[src/rtl/lcdt_pkg.sv]
package lcdt_pkg;
  localparam int DLY_W   = 5;
  localparam int DLY_MAX = 30;

  // Start delay from the vertical blanking total, with interlace halving,
  // secondary-channel correction and saturation on both sides.
  function automatic logic [DLY_W-1:0] calc_start_dly(input int blank, input logic ilace,
                                                      input logic sec);
    int d;
    d = blank;
    if (ilace) d = d / 2;
    if (sec) d = d - 2;
    if (d < 0) d = 0;
    if (d > DLY_MAX) d = DLY_MAX;
    return DLY_W'(d);
  endfunction
endpackage

[src/rtl/lcdt_mode_latch.sv]
module lcdt_mode_latch #(
  parameter int HW = 12,
  parameter int VW = 11
) (
  input  logic                      clk,
  input  logic                      load,
  input  logic [HW-1:0]             h_act_i,
  input  logic [HW-1:0]             h_fp_i,
  input  logic [HW-1:0]             h_sync_i,
  input  logic [HW-1:0]             h_bp_i,
  input  logic [VW-1:0]             v_act_i,
  input  logic [VW-1:0]             v_fp_i,
  input  logic [VW-1:0]             v_sync_i,
  input  logic [VW-1:0]             v_bp_i,
  input  logic                      hs_low_i,
  input  logic                      vs_low_i,
  input  logic                      force_hi_i,
  input  logic                      ilace_i,
  input  logic                      sec_i,
  output logic [HW-1:0]             h_total,
  output logic [HW-1:0]             h_start,
  output logic [HW-1:0]             h_act,
  output logic [HW-1:0]             h_sync,
  output logic [HW-1:0]             h_half,
  output logic [VW-1:0]             v_total,
  output logic [VW-1:0]             v_start,
  output logic [VW-1:0]             v_act,
  output logic [VW-1:0]             v_sync,
  output logic                      ilace,
  output logic                      hs_inv,
  output logic                      vs_inv,
  output logic [lcdt_pkg::DLY_W-1:0] start_dly
);
  logic [HW-1:0] h_start_n, h_total_n;
  logic [VW-1:0] v_act_n, v_start_n, v_total_n;
  int            blank_n;

  always_comb begin
    h_start_n = h_sync_i + h_bp_i;
    h_total_n = h_act_i + h_fp_i + h_start_n;
    v_act_n   = ilace_i ? (v_act_i >> 1) : v_act_i;
    v_start_n = v_sync_i + v_bp_i;
    v_total_n = v_act_n + v_fp_i + v_start_n;
    blank_n   = int'(v_fp_i) + int'(v_sync_i) + int'(v_bp_i);
  end

  // Shadow copy of the mode, refreshed only when the caller allows it.
  always_ff @(posedge clk) begin
    if (load) begin
      h_total   <= h_total_n;
      h_start   <= h_start_n;
      h_act     <= h_act_i;
      h_sync    <= h_sync_i;
      h_half    <= h_total_n >> 1;
      v_total   <= v_total_n;
      v_start   <= v_start_n;
      v_act     <= v_act_n;
      v_sync    <= v_sync_i;
      ilace     <= ilace_i;
      hs_inv    <= hs_low_i & ~force_hi_i;
      vs_inv    <= vs_low_i & ~force_hi_i;
      start_dly <= lcdt_pkg::calc_start_dly(blank_n, ilace_i, sec_i);
    end
  end
endmodule

[src/rtl/lcdt_wrap_cnt.sv]
module lcdt_wrap_cnt #(
  parameter int W = 12
) (
  input  logic         clk,
  input  logic         rst,
  input  logic         clr,
  input  logic         step,
  input  logic [W-1:0] last,
  output logic [W-1:0] cnt,
  output logic         wrap
);
  localparam logic [W-1:0] ONE = W'(1);

  assign wrap = step && (cnt == last);

  always_ff @(posedge clk) begin
    if (rst || clr)  cnt <= '0;
    else if (wrap)   cnt <= '0;
    else if (step)   cnt <= cnt + ONE;
  end
endmodule

[src/rtl/lcdt_out_stage.sv]
module lcdt_out_stage #(
  parameter int HW = 12,
  parameter int VW = 11
) (
  input  logic          clk,
  input  logic          rst,
  input  logic          en,
  input  logic [HW-1:0] hcnt,
  input  logic [VW-1:0] vcnt,
  input  logic          field_st,
  input  logic [HW-1:0] h_start,
  input  logic [HW-1:0] h_act,
  input  logic [HW-1:0] h_sync,
  input  logic [HW-1:0] h_half,
  input  logic [VW-1:0] v_start,
  input  logic [VW-1:0] v_act,
  input  logic [VW-1:0] v_sync,
  input  logic          hs_inv,
  input  logic          vs_inv,
  output logic          hsync,
  output logic          vsync,
  output logic          de,
  output logic [HW-1:0] x_pos,
  output logic [VW-1:0] y_pos,
  output logic          field
);
  logic [HW:0]   h_end;
  logic [VW:0]   v_end;
  logic [VW:0]   half_idx;
  logic [VW+1:0] vs_beg, vs_end;
  logic          h_vis, v_vis, hs_on, vs_on, vis;

  always_comb begin
    h_end    = {1'b0, h_start} + {1'b0, h_act};
    v_end    = {1'b0, v_start} + {1'b0, v_act};
    h_vis    = (hcnt >= h_start) && ({1'b0, hcnt} < h_end);
    v_vis    = (vcnt >= v_start) && ({1'b0, vcnt} < v_end);
    hs_on    = hcnt < h_sync;
    // Vertical sync window compared in half lines; odd field shifts by one.
    half_idx = {vcnt, (hcnt >= h_half)};
    vs_beg   = {{(VW+1){1'b0}}, field_st};
    vs_end   = {1'b0, v_sync, 1'b0} + vs_beg;
    vs_on    = ({1'b0, half_idx} >= vs_beg) && ({1'b0, half_idx} < vs_end);
    vis      = en && h_vis && v_vis;
  end

  always_ff @(posedge clk) begin
    if (rst) begin
      hsync <= 1'b0;
      vsync <= 1'b0;
      de    <= 1'b0;
      x_pos <= '0;
      y_pos <= '0;
      field <= 1'b0;
    end else begin
      hsync <= (en && hs_on) ^ hs_inv;
      vsync <= (en && vs_on) ^ vs_inv;
      de    <= vis;
      x_pos <= vis ? (hcnt - h_start) : '0;
      y_pos <= vis ? (vcnt - v_start) : '0;
      field <= en && field_st;
    end
  end
endmodule

[src/rtl/lcd_timing_gen.sv]
module lcd_timing_gen #(
  parameter int HW = 12,
  parameter int VW = 11
) (
  input  logic                       clk,
  input  logic                       rst,
  input  logic                       pix_ce,
  input  logic                       en,
  input  logic                       mode_done,
  input  logic [HW-1:0]              h_act,
  input  logic [HW-1:0]              h_fp,
  input  logic [HW-1:0]              h_sync,
  input  logic [HW-1:0]              h_bp,
  input  logic [VW-1:0]              v_act,
  input  logic [VW-1:0]              v_fp,
  input  logic [VW-1:0]              v_sync,
  input  logic [VW-1:0]              v_bp,
  input  logic                       hs_low,
  input  logic                       vs_low,
  input  logic                       force_hi,
  input  logic                       ilace,
  input  logic                       sec_chan,
  output logic                       hsync,
  output logic                       vsync,
  output logic                       de,
  output logic [HW-1:0]              x_pos,
  output logic [VW-1:0]              y_pos,
  output logic                       field,
  output logic [lcdt_pkg::DLY_W-1:0] start_dly,
  output logic                       drive_en
);
  localparam logic [HW-1:0] H_ONE = HW'(1);
  localparam logic [VW-1:0] V_ONE = VW'(1);

  logic [HW-1:0] lat_h_total, lat_h_start, lat_h_act, lat_h_sync, lat_h_half;
  logic [VW-1:0] lat_v_total, lat_v_start, lat_v_act, lat_v_sync;
  logic          lat_ilace, lat_hs_inv, lat_vs_inv;
  logic [HW-1:0] hcnt;
  logic [VW-1:0] vcnt;
  logic          h_wrap, v_wrap, field_q, latch_load;

  assign latch_load = rst || !en || v_wrap;

  lcdt_mode_latch #(.HW(HW), .VW(VW)) u_latch (
    .clk(clk), .load(latch_load),
    .h_act_i(h_act), .h_fp_i(h_fp), .h_sync_i(h_sync), .h_bp_i(h_bp),
    .v_act_i(v_act), .v_fp_i(v_fp), .v_sync_i(v_sync), .v_bp_i(v_bp),
    .hs_low_i(hs_low), .vs_low_i(vs_low), .force_hi_i(force_hi),
    .ilace_i(ilace), .sec_i(sec_chan),
    .h_total(lat_h_total), .h_start(lat_h_start), .h_act(lat_h_act),
    .h_sync(lat_h_sync), .h_half(lat_h_half),
    .v_total(lat_v_total), .v_start(lat_v_start), .v_act(lat_v_act),
    .v_sync(lat_v_sync), .ilace(lat_ilace), .hs_inv(lat_hs_inv),
    .vs_inv(lat_vs_inv), .start_dly(start_dly)
  );

  lcdt_wrap_cnt #(.W(HW)) u_hcnt (
    .clk(clk), .rst(rst), .clr(!en), .step(en && pix_ce),
    .last(lat_h_total - H_ONE), .cnt(hcnt), .wrap(h_wrap)
  );

  lcdt_wrap_cnt #(.W(VW)) u_vcnt (
    .clk(clk), .rst(rst), .clr(!en), .step(h_wrap),
    .last(lat_v_total - V_ONE), .cnt(vcnt), .wrap(v_wrap)
  );

  // Field state follows the mode being latched at the same edge.
  always_ff @(posedge clk) begin
    if (rst || !en)  field_q <= 1'b0;
    else if (v_wrap) field_q <= ilace ? ~field_q : 1'b0;
  end

  always_ff @(posedge clk) begin
    if (rst)            drive_en <= 1'b0;
    else if (mode_done) drive_en <= 1'b1;
  end

  lcdt_out_stage #(.HW(HW), .VW(VW)) u_out (
    .clk(clk), .rst(rst), .en(en), .hcnt(hcnt), .vcnt(vcnt), .field_st(field_q),
    .h_start(lat_h_start), .h_act(lat_h_act), .h_sync(lat_h_sync), .h_half(lat_h_half),
    .v_start(lat_v_start), .v_act(lat_v_act), .v_sync(lat_v_sync),
    .hs_inv(lat_hs_inv), .vs_inv(lat_vs_inv),
    .hsync(hsync), .vsync(vsync), .de(de), .x_pos(x_pos), .y_pos(y_pos), .field(field)
  );
endmodule


[config.mk]
export PLATFORM = sky130hd
export DESIGN_NAME = lcd_timing_gen
export DESIGN_NICKNAME = d
export VERILOG_FILES = /design/src/rtl/lcdt_pkg.sv /design/src/rtl/lcdt_mode_latch.sv /design/src/rtl/lcdt_wrap_cnt.sv /design/src/rtl/lcdt_out_stage.sv /design/src/rtl/lcd_timing_gen.sv
export SDC_FILE = /design/constraint.sdc
export NUM_CORES = 1
export LEC_CHECK = 0
export ABC_CLOCK_PERIOD_IN_PS = 7300
export BUFFER_PORTS_ARGS = -buffer_cell sky130_fd_sc_hd__buf_4
export CAP_MARGIN = 20
export CORE_ASPECT_RATIO = 0.5
export CORE_MARGIN = 4
export CORE_UTILIZATION = 40
export DETAILED_ROUTE_END_ITERATION = 8
export PLACE_DENSITY = 0.59
export SYNTH_ARGS = -nofsm -noshare
export SYNTH_HDL_FRONTEND = slang
export SYNTH_SLANG_ARGS = --single-unit
[constraint.sdc]
create_clock -name clk -period 7.3 [get_ports clk]
set_input_delay 1.46 -clock clk [delete_from_list [all_inputs] [get_ports clk]]
set_output_delay 1.46 -clock clk [all_outputs]
set_load 0.1 [all_outputs]
==> impl_results.md, run 1 <==
* Num rows at 45
* Hold_ws at a little under 0.5 ns
* Setup TNS at 0 ns
* Die Height at between 100 and 150 um
* H-tree levels at 4
* FF+latch area at approximately 4000 um^2
* Setup Skew at ~0.010 ns
* Total leakage power at slightly below 0.007 uW
* Power per Cell Area at about 250 nW/um^2
* Ant diodes at 0
* DR iter-0 viols at between 400 and 500
* Routed wl met3 at 859 um
* Crit path launch type: primary input
* Post-CTS Setup Inserts at 0
* Worst reg2reg setup slack at between 2 and 3 ns
* Worst slew pin tran at around 0.84 ns
* Hold-fix buffer count after cts at 0
* Crit path kind: in -> reg
* Count of non-filler cells in the finished layout at ~1900
* Root Buffer: clkbuf_16
* R2R Path Start: u_latch.h_start[0]
* Die footprint at between 30000 and 40000 um^2
* Number of synthesized register bits at between 150 and 200
* P&R area growth vs syn at 16.3%
* Core Area at 30900 um^2
* Bufs and invs on worst path at 2
* Sequential-to-total area share from yosys stat at between 30% and 40%
* Placed insts at approximately 1900
* Vias per cell at around 5
* Number of top-level pins at 135
* End of the critical path: u_latch.start_dly[1]
* Fin crit share at between 80% and 90%
* CTS buffer count at 17
* Total number of vias at between 9000 and 10000
* Met2 wire len at about 16000 um
* Vias in the first global route at ~10000
* Overall Power at around 3600 uW
* Critical Path Fanout Max at 8
* Critical path depth in cells at 25
* Initial antenna violation count at 0
* Final setup viols at 0
* Rel. slew slack at between 40% and 50%
* Clock latency on the worst-skew pair at approximately 0.45 ns
* Required @ worst endpoint at about 7.5 ns
* Final Util at 48.0%
* CTS tree: yes
* RSZ-0062 raised after global routing: no
* CP max-delay cell: a211oi_1
* Max-cap violations at 0
* Final Hold Fails at 0
* Worst Setup End Kind: register
* Post-Syn Area at 12800 um^2
* DP HPWL at around 25000 um
* CTS resizes at 0
* Number of distinct library cells after synthesis at 87
* Syn Inst Count at approximately 1300
* CP top delay family: compound AO/OA/AOI/OAI gates
* Reg clk slew, reported paths at 0.07 ns
* Share of flip-flops with an asynchronous set or reset at 0%
* Post-synth top flop: edfxtp_1
* Gr ovfl total at 0
* Slew Limit Fails at 0
* Arrival @ worst endpoint at 6.60 ns
* Clk buf depth at 2
* Critical Path Start: v_fp[0]
* Hold Crit Class: reg -> reg
* Clock Sinks at 151
* Largest stage delay on the critical path at between 0.4 and 0.5 ns
* Post-synth net total at 1652
* Final critical-path required period at roughly 6.4 ns
* Post-synth EDFFs at between 90 and 100
* Peak VDD IR at approximately 0.12 mV
* Number of iterations in the first detailed-routing pass at 7
* Nets at ~1800
* Share of layout cells above drive strength 1 at between 10% and 20%
* DRT Wirelength at slightly above 30000 um
* DRC Markers at 0
* DRT met1 WL at 14200 um
* Syn_area_per_cell at roughly 9.5 um^2
* Die Wd at approximately 260 um
* Status: finished, final reports clean
* Highest routed layer: met4
* Drt wl/cell at between 15 and 20 um
* Largest net degree at the start of global routing at 62
* Synth warn at 0
* IO buf count at ~130
* GPL Wtd Cong at ~0.86
* Initial Util at roughly 41%
* Multi-input gate area in the final layout at between 7000 and 8000 um^2
* R2R depth at 18
* Global-route wire length before repair at between 50000 and 60000 um
* Reg-to-Reg End: u_out.x_pos[5]
* Fmax achieved at 156 MHz
* Antenna Nets Post-Route at 0
* Fill count at slightly below 3000
* Global Route Usage Sum at a little under a fifth
==> logic make-up (layout without fill, tap and decap cells) <==
kind of cell / after synthesis / after routing / synth area share (%)
buffers and inverters: 210 / 359 / 6.25
AOI/OAI and AO/OA: 295 / 295 / 15.9
DFF: 151 / 151 / 31.5
muxes: 16 / 16 / 1.33
adders and majority gates: 201 / 201 / 21.5
and+or+nand+nor: 344 / 344 / 14.4
xor gates and xnor gates: 132 / 132 / 9.07
==> worst min-delay path by stage <==
stage | startpoint | end | slack [ns] | depth (start not counted)
global route | drive_en | drive_en | 0.51 | 2
finish | drive_en | drive_en | 0.48 | 2
detailed placement | drive_en | drive_en | 0.47 | 2
floorplan | field_q | u_out.field | 0.48 | 1
global placement | drive_en | drive_en | 0.45 | 2
CTS | drive_en | drive_en | 0.48 | 2
==> layer usage <==
layer  global-route usage (%)  vias up
li1                         -     5061
met3                     3.26       36
met1                     22.6     4650
met2                     33.4      148
met4                     4.88        0
met5                        0        -
==> flip-flops by register name (all words and copies together), names as in the netlist, 5 cells and up <==
name,cells
u_latch.h_start,12
u_vcnt.cnt,11
u_latch.v_sync,11
u_latch.h_act,12
u_latch.v_total,11
u_latch.h_total,12
u_latch.start_dly,5
u_latch.v_start,11
u_out.x_pos,12
u_hcnt.cnt,12
u_latch.v_act,11
u_out.y_pos,11
u_latch.h_sync,12
==> cells in the final DEF, fill, tap and decap left out, types with 43 or more instances in the layout <==
cell	instances
xor2_1	48
edfxtp_1	99
xnor2_1	84
buf_4	136
nor2_1	90
a21o_1	43
o21ai_0	49
ha_1	170
dfxtp_1	52
nand2_1	53
inv_1	190
a21oi_1	75
==> power breakdown <==
part	total (uW)	switching, uW	internal (uW)
logic	1530	853	680
registers	1190	115	1080
clock network	906	415	491
total	3630	1380	2250
==> synthesized netlist by cell type, types with 23 or more instances <==
cell,instances,area [um^2]
inv_1,190,713
ha_1,170,2130
edfxtp_1,99,2970
nor2_1,90,338
xnor2_1,84,736
a21oi_1,75,375
nand2_1,54,203
dfxtp_1,52,1040
o21ai_0,49,245
xor2_1,48,420
a21o_1,43,323
nor3_1,35,175
fa_1,31,621
o21bai_1,24,180
nand4_1,23,144
==> metrics by stage <==
stage	cell area, um^2	setup WS, ns
final	14800	0.898
after global routing	14800	0.368
after CTS	14800	0.940
after detailed placement	14200	0.501
after global placement	14200	0.610
after floorplan	12800	1.33
==> area by class of cell <==
| type | count | share of cell area, % |
|---|---|---|
| Clock buffer | 19 | 3.21 |
| Clock inverter | 13 | 0.819 |
| Inverter | 191 | 4.84 |
| Multi-Input combinational cell | 988 | 53.6 |
| Sequential cell | 151 | 27.1 |
| Tap cell | 423 | 3.57 |
| Timing Repair Buffer | 136 | 6.89 |
==> tightest hold or removal path, cell delays in order, from the launching register on <==
cell     delay [ns]
dfxtp_1        0.33
nor2_1         0.05
nor2_1         0.07
Note: power is estimated with default switching activity, not from simulation.
==> inputs of run 2 (changes only) <==
- SYNTH_HIERARCHICAL: not set -> 1
==> impl_results.md, run 2 <==
* CTS tree: yes (unchanged)
* Initial antenna violation count at 0 (unchanged)
* Hold Crit Class: reg -> reg (unchanged)
* Switching pwr at 1320 uW (was 1380 uW)
* Fin crit share at 72.7% (was 87.7%)
* Total number of vias at 9468 (was 9895)
* Final Util at 47.3% (was 48.0%)
* Post-CTS Setup Inserts at 0 (unchanged)
* Total leakage power at 0.00640 uW (was 0.00694 uW)
* Clk buf depth at 2 (unchanged)
* Clock power frac at 23.1% (was 24.9%)
* Rel. slew slack at 45.2% (was 44.3%)
* Nets at 1682 (was 1788)
* Vias in the first global route at 9624 (was 10483)
* CTS resizes at 0 (unchanged)
* Most frequent cells in the layout: 158 x ha_1, 142 x inv_1, 136 x buf_4, 99 x edfxtp_1, 94 x xnor2_1 (was 190 x inv_1, 170 x ha_1, 136 x buf_4, 99 x edfxtp_1, 90 x nor2_1)
* Slew Limit Fails at 0 (unchanged)
* Status: finished, final reports clean (unchanged)
* RSZ-0062 raised after global routing: no (unchanged)
* GPL Wtd Cong at 0.884 (was 0.857)
* Global-route wire length before repair at 49400 um (was 51800 um)
* Ant diodes at 0 (unchanged)
* Arrival @ worst endpoint at 5.50 ns (was 6.60 ns)
* Net Sw Frac at 37.8% (was 38.1%)
* Hold-fix buffer count after cts at 0 (unchanged)
* Required @ worst endpoint at 7.49 ns (was 7.50 ns)
* Peak VDD IR at 0.126 mV (was 0.117 mV)
* Largest net degree at the start of global routing at 52 (was 62)
* Setup TNS at 0 ns (unchanged)
* Num rows at 45 (unchanged)
* H-tree levels at 4 (unchanged)
* Critical Path Fanout Max at 4 (was 8)
* Synth warn at 6 (was 0)
* P&R area growth vs syn at 15.2% (was 16.3%)
* Number of top-level pins at 135 (unchanged)
* DRC Markers at 0 (unchanged)
* Logic pwr share at 42.2% (about the same)
* Share of layout cells above drive strength 1 at 15.4% (was 13.4%)
* Core Area at 30600 um^2 (was 30900 um^2)
* Post-Syn Area at 12600 um^2 (was 12800 um^2)
* Final Hold Fails at 0 (unchanged)
* Internal cell power at 2180 uW (was 2250 uW)
* DRT Wirelength at 30500 um (was 31200 um)
* Met1 usage at 23.2% (was 22.6%)
* M3 GR Usage at 3.82% (was 3.26%)
* Clock Sinks at 151 (unchanged)
* Power per Cell Area at 242 nW/um^2 (was 245 nW/um^2)
* Vias per cell at 5.21 (was 5.15)
* Worst slew pin tran at 0.801 ns (was 0.836 ns)
* Crit path kind: in -> reg (unchanged)
* IO buf count at 134 (unchanged)
* Number of iterations in the first detailed-routing pass at 5 (was 7)
* Syn_area_per_cell at 10.0 um^2 (was 9.45 um^2)
* DP HPWL at 24500 um (was 25100 um)
* Final setup viols at 0 (unchanged)
* Die footprint at 34500 um^2 (was 35000 um^2)
* Commonest non-fill, non-tap cell in the layout: ha_1 (was inv_1)
* Drt wl/cell at 16.8 um (was 16.2 um)
* Worst Setup End Kind: register (unchanged)
* Syn Inst Count at 1254 (was 1349)
* Crit path launch type: primary input (unchanged)
* Met2 GRT Util at 30.7% (was 33.4%)
* DR iter-0 viols at 532 (was 467)
* Root Buffer: clkbuf_16 (unchanged)
* Max-cap violations at 0 (unchanged)
* Sequential Power Share at 34.7% (was 32.9%)
* Die Height at 133 um (was 134 um)
* Antenna Nets Post-Route at 0 (unchanged)
* CTS buffer count at 17 (unchanged)
* Fmax achieved at 188 MHz (was 156 MHz)
* Reg clk slew, reported paths at 0.06 ns (was 0.07 ns)
* Gr ovfl total at 0 (unchanged)
* Global Route Usage Sum at 18.0% (was 18.4%)
* Die Wd at 259 um (was 260 um)
* Final critical-path required period at 5.31 ns (was 6.40 ns)
* Setup Skew at 0.00900 ns (was 0.0104 ns)
* Most used routing layer: met2 (unchanged)
* Post-synth net total at 1555 (was 1652)
* Clock latency on the worst-skew pair at 0.45 ns (about the same)
* Initial Util at 41.0% (was 41.3%)
run 2: cell count changes in the layout (fill, tap and decap cells not counted), sizes merged, moves of 10 or more:
cell    change
fa         +10
o21bai     -10
nor2       -29
xnor2      +10
ha         -12
nor3       +17
a21o       -13
inv        -55
a21oi      -14
run 2: layout make-up:
type	instances	area (um^2)
Clock inverter	15	105
Clock buffer	17	425
Multi-Input combinational cell	932	7840
Tap cell	423	529
Sequential cell	151	4010
Inverter	142	533
Timing Repair Buffer	137	1030
Fill cell	2936	16200
run 2: worst paths after layout:
kind	from	end	slack [ns]	cells after the start
setup / recovery	h_sync[1]	u_latch/h_total[11]	1.99	16
hold / removal	drive_en	drive_en	0.47	2
setup reg to reg	u_latch/h_total[2]	u_latch/v_sync[7]	2.73	11
hold reg to reg	drive_en	drive_en	0.47	2
run 2: worst max-delay path, stage by stage:
cell       delay (ns)
buf_4            0.13
ha_1             0.28
a21o_1           0.21
a21oi_1          0.32
o21ai_0          0.22
and3_1           0.19
a2111oi_0        0.70
xnor2_1          0.22
inv_1            0.08
fa_1             0.48
inv_1            0.04
ha_1             0.34
or4_1            0.47
o311ai_0         0.10
a211oi_1         0.10
xnor2_1          0.15
run 2: metrics by stage:
step	hold slack, ns	instance area (um^2)	worst slack, ns	power (uW)	std cells
floorplan	0.469	12600	1.88	2360	1254
global placement	0.453	13900	1.58	2660	1784
detailed placement	0.470	13900	1.49	2700	1784
CTS	0.486	14500	1.97	3530	1816
global route	0.506	14500	1.58	3770	1817
finish	0.475	14500	1.99	3500	1817
run 2: metal layers:
layer,part of all wire (%),routed length (um),vias to the layer above
met3,3.3,1000,38
met4,1.9,580,0
met5,0,0,-
met2,48,14800,165
li1,-,-,4738
met1,46,14100,4527
run 2: power by group through the flow:
stage / clock [uW] / sequential (uW) / combinational [uW]
final: 810 / 1220 / 1480
after global placement: 0 / 1230 / 1420
after CTS: 835 / 1220 / 1480
after detailed placement: 0 / 1230 / 1460
after floorplan: 0 / 1180 / 1180
after global routing: 878 / 1230 / 1660
==> inputs of run 3 (changes only) <==
- ABC_CLOCK_PERIOD_IN_PS: 7300 -> 4300
- PLACE_DENSITY: 0.59 -> 0.61
- clock period: 7.3 -> 4.3 ns (I/O delays scaled with it)
==> impl_results.md, run 3 (synthesis gave the netlist of run 2 again) <==
* Met1 usage at 25.0% (was 23.2%)
* Die footprint at 34500 um^2 (unchanged)
* Antenna Nets Post-Route at 0 (unchanged)
* Most frequent cells in the layout: 285 x buf_4, 155 x ha_1, 142 x inv_1, 99 x edfxtp_1, 91 x xnor2_1 (was 158 x ha_1, 142 x inv_1, 136 x buf_4, 99 x edfxtp_1, 94 x xnor2_1)
* Num rows at 45 (unchanged)
* Reg clk slew, reported paths at 0.06 ns (about the same)
* Global-route wire length before repair at 53500 um (was 49400 um)
* Number of iterations in the first detailed-routing pass at 5 (unchanged)
* Hold_ws at 0.502 ns (was 0.475 ns)
* Final critical-path required period at around 4.2 ns
* H-tree levels at 4 (unchanged)
* Vias in the first global route at 10459 (was 9624)
* Slew Limit Fails at 0 (unchanged)
* DRC Markers at 0 (unchanged)
* Die Height at 133 um (unchanged)
* Core Area at 30600 um^2 (unchanged)
* Worst slew pin tran at 1.00 ns (was 0.801 ns)
* Initial Util at 41.0% (unchanged)
* Commonest non-fill, non-tap cell in the layout: buf_4 (was ha_1)
* Fin area at 16000 um^2 (was 14500 um^2)
* Ant diodes at 0 (unchanged)
* Share of layout cells above drive strength 1 at 26.0% (was 15.4%)
* CTS tree: yes (unchanged)
* Die Wd at 259 um (unchanged)
* Vias per cell at 5.18 (was 5.21)
* DRT Wirelength at 33800 um (was 30500 um)
* DP HPWL at 26900 um (was 24500 um)
* Setup Skew at 0.0114 ns (was 0.00900 ns)
* Clk buf depth at 2 (unchanged)
* Cell Area, Placed at 15100 um^2 (was 13900 um^2)
* Most used routing layer: met2 (unchanged)
* Number of top-level pins at 135 (unchanged)
* Fmax achieved at between 200 and 250 MHz
* GPL Wtd Cong at 0.884 (unchanged)
* Initial antenna violation count at 0 (unchanged)
* Max-cap violations at 0 (unchanged)
* Total number of vias at 10202 (was 9468)
* Crit path launch type: primary input (unchanged)
* RSZ-0062 raised after global routing: yes (was no)
* Worst Setup End Kind: register (unchanged)
* Arrival @ worst endpoint at 4.43 ns (was 5.50 ns)
* Fill count at 2783 (was 2936)
* Final Hold Fails at 0 (unchanged)
* Rel. slew slack at 32.5% (was 45.2%)
* Met2 GRT Util at 33.2% (was 30.7%)
* Crit path kind: in -> reg (unchanged)
* Clock Sinks at 151 (unchanged)
* Fin crit share at 98.7%
* Hold Crit Class: reg -> reg (unchanged)
* Gr ovfl total at 0 (unchanged)
* Drt wl/cell at 17.2 um (was 16.8 um)
* Required @ worst endpoint at 4.48 ns (was 7.49 ns)
* M3 GR Usage at 4.14% (was 3.82%)
* Clock latency on the worst-skew pair at 0.45 ns (about the same)
* Root Buffer: clkbuf_16 (unchanged)
* CTS buffer count at 17 (unchanged)
* Power per Cell Area at 419 nW/um^2 (was 242 nW/um^2)
* Setup TNS at 0 ns (unchanged)
* IO buf count at 134 (unchanged)
* Total leakage power at 0.00728 uW (was 0.00640 uW)
* Nets at 1835 (was 1682)
* Global Route Usage Sum at 19.4% (was 18.0%)
* Status: finished, final reports clean (unchanged)
* P&R area growth vs syn at 26.9% (was 15.2%)
* Largest net degree at the start of global routing at 51 (was 52)
* DR iter-0 viols at 573 (was 532)
* Critical Path Fanout Max at 2 (was 4)
* Final setup viols at 0 (unchanged)
* Peak VDD IR at 0.220 mV (was 0.126 mV)
[run 3: changes by cell type in the layout (fill, tap and decap cells not counted), sizes merged]
cell	previous run	this run
buf	137	288
inv	145	149
clkinvlp	4	1
a32o	1	3
bufinv	0	2
clkinv	8	5
[run 3: layout make-up]
type                            instances  area, um^2  share of cell area (%)
Tap cell                              423         529                    3.32
Clock inverter                         15         185                    1.16
Inverter                              142         533                    3.34
Sequential cell                       151        4010                    25.2
Multi-Input combinational cell        934        8070                    50.6
Timing Repair Buffer                  288        2200                    13.8
Clock buffer                           17         425                    2.67
[run 3: stage by stage]
step / power (uW) / setup WS [ns] / utilization [%] / std cells
floorplan: 4020 / -0.132 / - / 1254
global placement: 4950 / -0.408 / 49.3 / 1930
detailed placement: 5030 / -0.512 / 49.3 / 1930
CTS: 6630 / 0.0266 / 51.4 / 1962
global route: 7170 / -0.0474 / 52.1 / 1970
finish: 6680 / 0.0550 / 52.1 / 1970
[run 3: final timing paths]
| path | start | to | slack, ns | depth (start not counted) |
|---|---|---|---|---|
| worst max-delay path | h_sync[0] | u_latch/h_total[11] | 0.06 | 18 |
| worst min-delay path | drive_en | drive_en | 0.50 | 2 |
| worst max register to register | u_latch/h_start[1] | u_out/x_pos[7] | 0.31 | 15 |
| worst min register to register | drive_en | drive_en | 0.50 | 2 |
[run 3: critical path, cell delays in order]
cell      delay, ns
buf_4          0.12
ha_2           0.19
fa_2           0.35
a21o_1         0.19
a21oi_2        0.17
o21bai_1       0.09
a21oi_2        0.21
o21bai_1       0.12
a21oi_2        0.16
o21bai_1       0.11
a21oi_2        0.19
xnor2_2        0.14
fa_1           0.48
ha_4           0.18
or4_4          0.53
o311ai_2       0.11
a211oi_2       0.09
xnor2_1        0.14
[run 3: power by group]
group / switching, uW / internal, uW
registers: 218 / 1830
clock network: 685 / 879
logic: 1550 / 1520
[run 3: layer usage]
metal	vias to the layer above	part of all wire, %	wire length (um)
li1	5057	-	-
met1	4913	46	15500
met2	184	48	16400
met3	48	3.8	1300
met4	0	2.0	670
met5	-	0	0
[run 3: repair_timing]
action	in CTS	in global routing
hold buffers	0	0
endpoints found under the setup margin	1	25
gates resized for setup	1	32
pin swaps	0	24
gates cloned	0	2
buffers inserted	0	6
